--- src/rtl/mmd_pkg.sv ---
package mmd_pkg;

    localparam int ADDR_W   = 32;
    localparam int OFF_W    = 25;
    localparam int LOW_W    = 24;
    localparam int BIOS_W   = 14;
    localparam int XRAM_W   = 18;
    localparam int IRAM_W   = 15;
    localparam int SMALL_W  = 10;
    localparam int SAVE_W   = 16;
    localparam int VWIN_W   = 17;

    localparam logic [VWIN_W-1:0] VRAM_FOLD_AT  = 17'h18000;
    localparam logic [LOW_W-1:0]  VRAM_FOLD_SUB = 24'h008000;
    localparam logic [ADDR_W-1:0] PROT_LIMIT    = 32'h0100_0000;
    localparam logic [LOW_W-1:0]  IO_LAST       = 24'h000FFF;

    localparam logic [1:0] SZ_BYTE = 2'd0;
    localparam logic [1:0] SZ_HALF = 2'd1;

    typedef enum logic [3:0] {
        TGT_NONE = 4'd0,
        TGT_BIOS = 4'd1,
        TGT_XRAM = 4'd2,
        TGT_IRAM = 4'd3,
        TGT_IO   = 4'd4,
        TGT_PAL  = 4'd5,
        TGT_VRAM = 4'd6,
        TGT_OAM  = 4'd7,
        TGT_ROM  = 4'd8,
        TGT_SAVE = 4'd9
    } tgt_e;

    typedef struct packed {
        tgt_e              tgt;
        logic [OFF_W-1:0]  off;
        logic              unmapped;
        logic              ro_reject;
        logic              size_err;
        logic              prot;
        logic [31:0]       prot_data;
        logic [1:0]        lane_en;
        logic              read_zero;
    } result_t;

    function automatic logic [ADDR_W-1:0] align_addr(input logic [ADDR_W-1:0] a,
                                                     input logic [1:0] sz);
        logic [ADDR_W-1:0] r;
        r = a;
        if (sz == SZ_HALF)      r[0]   = 1'b0;
        else if (sz != SZ_BYTE) r[1:0] = 2'b00;
        return r;
    endfunction

    function automatic logic [31:0] prot_value(input logic [1:0] sz);
        case (sz)
            2'd0:    return 32'h0000_000E;
            2'd1:    return 32'h0000_F00E;
            default: return 32'hE1B0_F00E;
        endcase
    endfunction

endpackage

--- src/rtl/mmd_region_dec.sv ---
module mmd_region_dec
    import mmd_pkg::*;
(
    input  logic [7:0] region,
    output tgt_e       tgt,
    output logic       unmapped,
    output logic       ro_region
);
    always_comb begin
        tgt       = TGT_NONE;
        unmapped  = 1'b0;
        ro_region = 1'b0;
        case (region)
            8'h00: begin tgt = TGT_BIOS; ro_region = 1'b1; end
            8'h02: tgt = TGT_XRAM;
            8'h03: tgt = TGT_IRAM;
            8'h04: tgt = TGT_IO;
            8'h05: tgt = TGT_PAL;
            8'h06: tgt = TGT_VRAM;
            8'h07: tgt = TGT_OAM;
            8'h08, 8'h09, 8'h0A, 8'h0B, 8'h0C, 8'h0D: begin
                tgt = TGT_ROM; ro_region = 1'b1;
            end
            8'h0E: tgt = TGT_SAVE;
            default: unmapped = 1'b1;
        endcase
    end
endmodule

--- src/rtl/mmd_offset_calc.sv ---
module mmd_offset_calc
    import mmd_pkg::*;
(
    input  tgt_e              tgt,
    input  logic              rom_hi,
    input  logic [LOW_W-1:0]  low,
    output logic [OFF_W-1:0]  off
);
    logic [LOW_W-1:0] vram_adj;

    always_comb begin
        if (low[VWIN_W-1:0] > VRAM_FOLD_AT) vram_adj = low - VRAM_FOLD_SUB;
        else                                vram_adj = low;
    end

    always_comb begin
        off = '0;
        case (tgt)
            TGT_BIOS: off[BIOS_W-1:0]  = low[BIOS_W-1:0];
            TGT_XRAM: off[XRAM_W-1:0]  = low[XRAM_W-1:0];
            TGT_IRAM: off[IRAM_W-1:0]  = low[IRAM_W-1:0];
            TGT_IO:   off[LOW_W-1:0]   = low;
            TGT_PAL,
            TGT_OAM:  off[SMALL_W-1:0] = low[SMALL_W-1:0];
            TGT_VRAM: off[VWIN_W-1:0]  = vram_adj[VWIN_W-1:0];
            TGT_ROM:  off              = {rom_hi, low};
            TGT_SAVE: off[SAVE_W-1:0]  = low[SAVE_W-1:0];
            default:  off              = '0;
        endcase
    end
endmodule

--- src/rtl/mmd_access_ctl.sv ---
module mmd_access_ctl
    import mmd_pkg::*;
(
    input  tgt_e              tgt,
    input  logic              unmapped,
    input  logic              ro_region,
    input  logic [1:0]        size,
    input  logic              write,
    input  logic              debug,
    input  logic [ADDR_W-1:0] pc,
    input  logic [LOW_W-1:0]  low,
    output logic              ro_reject,
    output logic              size_err,
    output logic              prot,
    output logic [31:0]       prot_data,
    output logic [1:0]        lane_en,
    output logic              read_zero
);
    logic accepted;
    logic graphics;

    always_comb begin
        ro_reject = write && ro_region;
        size_err  = write && (tgt == TGT_SAVE) && (size != SZ_BYTE);
        prot      = !write && (tgt == TGT_BIOS) && (pc >= PROT_LIMIT);
        prot_data = prot ? prot_value(size) : 32'h0;
        read_zero = !write && debug && (tgt == TGT_IO) && (low > IO_LAST);
        accepted  = write && !unmapped && !ro_reject && !size_err;
        graphics  = (tgt == TGT_PAL) || (tgt == TGT_VRAM);
        if (!accepted)                          lane_en = 2'b00;
        else if (size != SZ_BYTE || graphics)   lane_en = 2'b11;
        else                                    lane_en = low[0] ? 2'b10 : 2'b01;
    end
endmodule

--- src/rtl/mmd_top.sv ---
module mmd_top
    import mmd_pkg::*;
(
    input  logic        clk,
    input  logic        rst,
    input  logic        req_valid,
    input  logic [31:0] req_addr,
    input  logic [1:0]  req_size,
    input  logic        req_write,
    input  logic        req_debug,
    input  logic [31:0] req_pc,
    output logic        out_valid,
    output logic [3:0]  out_target,
    output logic [24:0] out_offset,
    output logic        out_unmapped,
    output logic        out_ro_reject,
    output logic        out_size_err,
    output logic        out_prot,
    output logic [31:0] out_prot_data,
    output logic [1:0]  out_lane_en,
    output logic        out_read_zero
);
    logic [ADDR_W-1:0] a;
    tgt_e              tgt;
    logic              unmapped, ro_region;
    result_t           nxt, cur;
    logic              vld_q;

    assign a = align_addr(req_addr, req_size);

    mmd_region_dec u_region (
        .region    (a[31:24]),
        .tgt       (tgt),
        .unmapped  (unmapped),
        .ro_region (ro_region)
    );

    mmd_offset_calc u_offset (
        .tgt    (tgt),
        .rom_hi (a[24]),
        .low    (a[LOW_W-1:0]),
        .off    (nxt.off)
    );

    mmd_access_ctl u_access (
        .tgt       (tgt),
        .unmapped  (unmapped),
        .ro_region (ro_region),
        .size      (req_size),
        .write     (req_write),
        .debug     (req_debug),
        .pc        (req_pc),
        .low       (a[LOW_W-1:0]),
        .ro_reject (nxt.ro_reject),
        .size_err  (nxt.size_err),
        .prot      (nxt.prot),
        .prot_data (nxt.prot_data),
        .lane_en   (nxt.lane_en),
        .read_zero (nxt.read_zero)
    );

    assign nxt.tgt      = tgt;
    assign nxt.unmapped = unmapped;

    always_ff @(posedge clk) begin
        if (rst || !req_valid) begin
            cur   <= '0;
            vld_q <= 1'b0;
        end else begin
            cur   <= nxt;
            vld_q <= 1'b1;
        end
    end

    assign out_valid     = vld_q;
    assign out_target    = cur.tgt;
    assign out_offset    = cur.off;
    assign out_unmapped  = cur.unmapped;
    assign out_ro_reject = cur.ro_reject;
    assign out_size_err  = cur.size_err;
    assign out_prot      = cur.prot;
    assign out_prot_data = cur.prot_data;
    assign out_lane_en   = cur.lane_en;
    assign out_read_zero = cur.read_zero;
endmodule

--- config.mk ---
export PLATFORM = sky130hd
export DESIGN_NAME = mmd_top
export DESIGN_NICKNAME = d
export VERILOG_FILES = /design/src/rtl/mmd_pkg.sv /design/src/rtl/mmd_region_dec.sv /design/src/rtl/mmd_offset_calc.sv /design/src/rtl/mmd_access_ctl.sv /design/src/rtl/mmd_top.sv
export SDC_FILE = /design/constraint.sdc
export NUM_CORES = 1
export LEC_CHECK = 0
export CORE_MARGIN = 2
export CORE_UTILIZATION = 45
export DETAILED_ROUTE_END_ITERATION = 10
export PLACE_DENSITY_LB_ADDON = 0.15
export SETUP_SLACK_MARGIN = 0.15
export SYNTH_ARGS = -nofsm -noshare
export SYNTH_HDL_FRONTEND = slang
export SYNTH_HIERARCHICAL = 1
export SYNTH_SLANG_ARGS = --single-unit
--- constraint.sdc ---
create_clock -name clk -period 7.8 [get_ports clk]
set_input_delay 1.56 -clock clk [delete_from_list [all_inputs] [get_ports clk]]
set_output_delay 1.56 -clock clk [all_outputs]
set_load 0.05 [all_outputs]
==> results.ini <==
[cts]
cts-hold-fix-buffers = 0
clock_sinks = 69
cts_tree = yes
post_cts_buffers = 0
cts.reportedPaths.clkPinSlew_ns = 0.07
ctsRootBufferMaster = clkbuf_8
cts_buffers = 9
htree_levels = 3
clock_path_buffers = 2
cts_resized = 0

[placement]
dp_cells = 451
globalplace.congestion = 0.761
place_hpwl_mm = 4.25
port_buffers = 115

[die]
start_util_pct = 47.2
rows = 29
fp.dieW_um = 86.1
die_area_sq_um = 7410
core_area_sq_um = 6420
die_h_um = 86.1
io-pin-count = 140

[pwr]
pwr-share-clk_pct = 36.7
p_sw_share_pct = 24.4
p_int_w = 0.000530
p_switching_w = 0.000171
power_w = 0.000701
ir_worst_vdd_v = 0.0000726
p_leak_nw = 1.89
pwr-share-comb_pct = 12.2
power_density_nw_per_um2 = 168
p_seq_share_pct = 51.2

[critical_path]
path_max_fanout = 14
cp.required_ns = 8.08
worstSetupEndpointType = flip-flop
crit_path_start = req_addr[25]
path_class = in -> reg
arrival_ns = 4.65
cp-start-kind = input pin

[synth]
synth-edff-count = 0
synth_area_leaders = dfxtp_1, and3b_1, buf_4, and2_1, and3b_2
avgSynthCellArea_sq_um = 10.5
syn_inst = 290
synth_top_area_share_pct = 45.6
synth_cell_types = 51
synth_ff_type = dfxtp_1
synth_area_sq_um = 3030
yosys_warnings = 6
ys_seq_area_share_pct = 45.6
yosys_register_bits = 69
yosysTopAreaCell = dfxtp_1
ys_async_sr_fraction_pct = 0

[timing]
setup_viol = 0
whs_ns = 1.87
timing.fmax_ghz = 0.229
finalMaxSlewViolations = 0
finalCritPeriodShare_pct = 56.1
grt_setup_unrepaired = false
tightest_slew_ns = 0.898
hold_viol = 0
fin_tns_setup_ns = 0
maxSlewHeadroom_pct = 40.2
period_minus_slack_ns = 4.37

[global_routing]
grt_util_all_layers_pct = 17.2
grt_max_degree = 70
gr-total-overflow = 0
grt_pass1_vias = 2019
grt_pass1_wl_mm = 9.82
antenna_found_initial = 0

[finish]
layout_common_cells = clkdlybuf4s50_1, dfxtp_1, and3b_1
drive_gt1_share_pct = 8.48
final_common_cell = clkdlybuf4s50_1
area_growth_pct = 37.6
utilization_pct = 64.9
fin_nets = 457
antenna_cells = 0
final_cells = 466

[outcome]
outcome = complete, no violations

[min_path]
hp-start = rst
hold_path_class = in -> reg

[routing]
vias_per_cell = 4.86
drt_pre_antenna_iters = 4
ant_nets = 0
drt-initial-drc-count = 48
drc = 0
wl_mm = 6.12
num_vias = 2265
wl_per_cell_um = 13.1

[run]
max_cap_viol_count = 0

[per-stage QoR]
step                setup slack, ns  area [sq um]
floorplan                      4.03          3100
global placement               3.15          3990
detailed placement             3.11          3990
CTS                            3.44          4170
global route                   3.14          4170
finish                         3.43          4170
[flip-flops by register name, indices dropped and copies added, names as in the netlist]
| name | cells |
|---|---|
| out_read_zero | 1 |
| out_ro_reject | 1 |
| out_lane_en | 2 |
| out_unmapped | 1 |
| out_prot_data | 32 |
| out_target | 4 |
| out_valid | 1 |
| out_offset | 25 |
| out_size_err | 1 |
| out_prot | 1 |
[worst max-delay path, cell delays in order]
cell and delay (ns):
clkdlybuf4s50_1 0.52, or3_1 0.41, a21o_1 0.19, a21oi_1 0.71, nor2_1 0.15, mux2i_1 0.68, and3_1 0.27, and3b_1 0.15
[cells in the mapped netlist, types with 3 or more instances]
| library cell | instances |
|---|---|
| o21ai_0 | 3 |
| and2_1 | 20 |
| buf_4 | 31 |
| nand3b_1 | 4 |
| nor2b_1 | 3 |
| clkbuf_2 | 5 |
| and3b_1 | 60 |
| nand2_1 | 5 |
| nor3_1 | 6 |
| and3b_2 | 9 |
| nor4_1 | 7 |
| and3_1 | 8 |
| buf_2 | 8 |
| nor2_1 | 6 |
| dfxtp_1 | 69 |
| a21oi_1 | 4 |
[kinds of logic (layout without fill, tap and decap cells)]
group                    Yosys count  count (layout)  share of synthesized area, %
other                              1              18                         0.124
XOR/XNOR                           3               3                         0.867
AO/OA/AOI/OAI                     19              19                          4.54
buffers and inverters             49             131                          11.3
multiplexers                       2               2                         0.660
AND/OR/NAND/NOR                  146             146                          36.5
flip-flops                        69              69                          45.6
adder cells (fa/ha/maj)            1               1                         0.413
[worst paths after layout]
check / endpoint / cells past startpoint / slack, ns
setup / recovery: out_offset[13]$_SDFF_PN0_ / 8 / 3.43
hold / removal: out_valid$_DFF_P_ / 2 / 1.87
[layout make-up]
type                            instances  area [sq um]
Clock buffer                           12           155
Inverter                                1          3.75
Sequential cell                        69          1380
Timing Repair Buffer                  115          1140
Multi-Input combinational cell        189          1370
Tap cell                               77          96.3
Clock inverter                          3          21.3
Fill cell                             517          2250
[power by group through the flow]
stage / sequential, W / clock (W) / combinational (W)
after floorplan: 0.000386 / 0 / 0.0000337
after global placement: 0.000367 / 0 / 0.0000844
after detailed placement: 0.000367 / 0 / 0.0000853
after CTS: 0.000359 / 0.000265 / 0.0000855
after global routing: 0.000359 / 0.000282 / 0.0000917
final: 0.000359 / 0.000257 / 0.0000852
[routing by layer]
metal	track usage, %	share of wire, %
met3	4.72	5.3
met4	6.49	0.72
met5	0	0
met2	28.6	51
met1	21.1	43
Note: power is estimated with default switching activity, not from simulation.
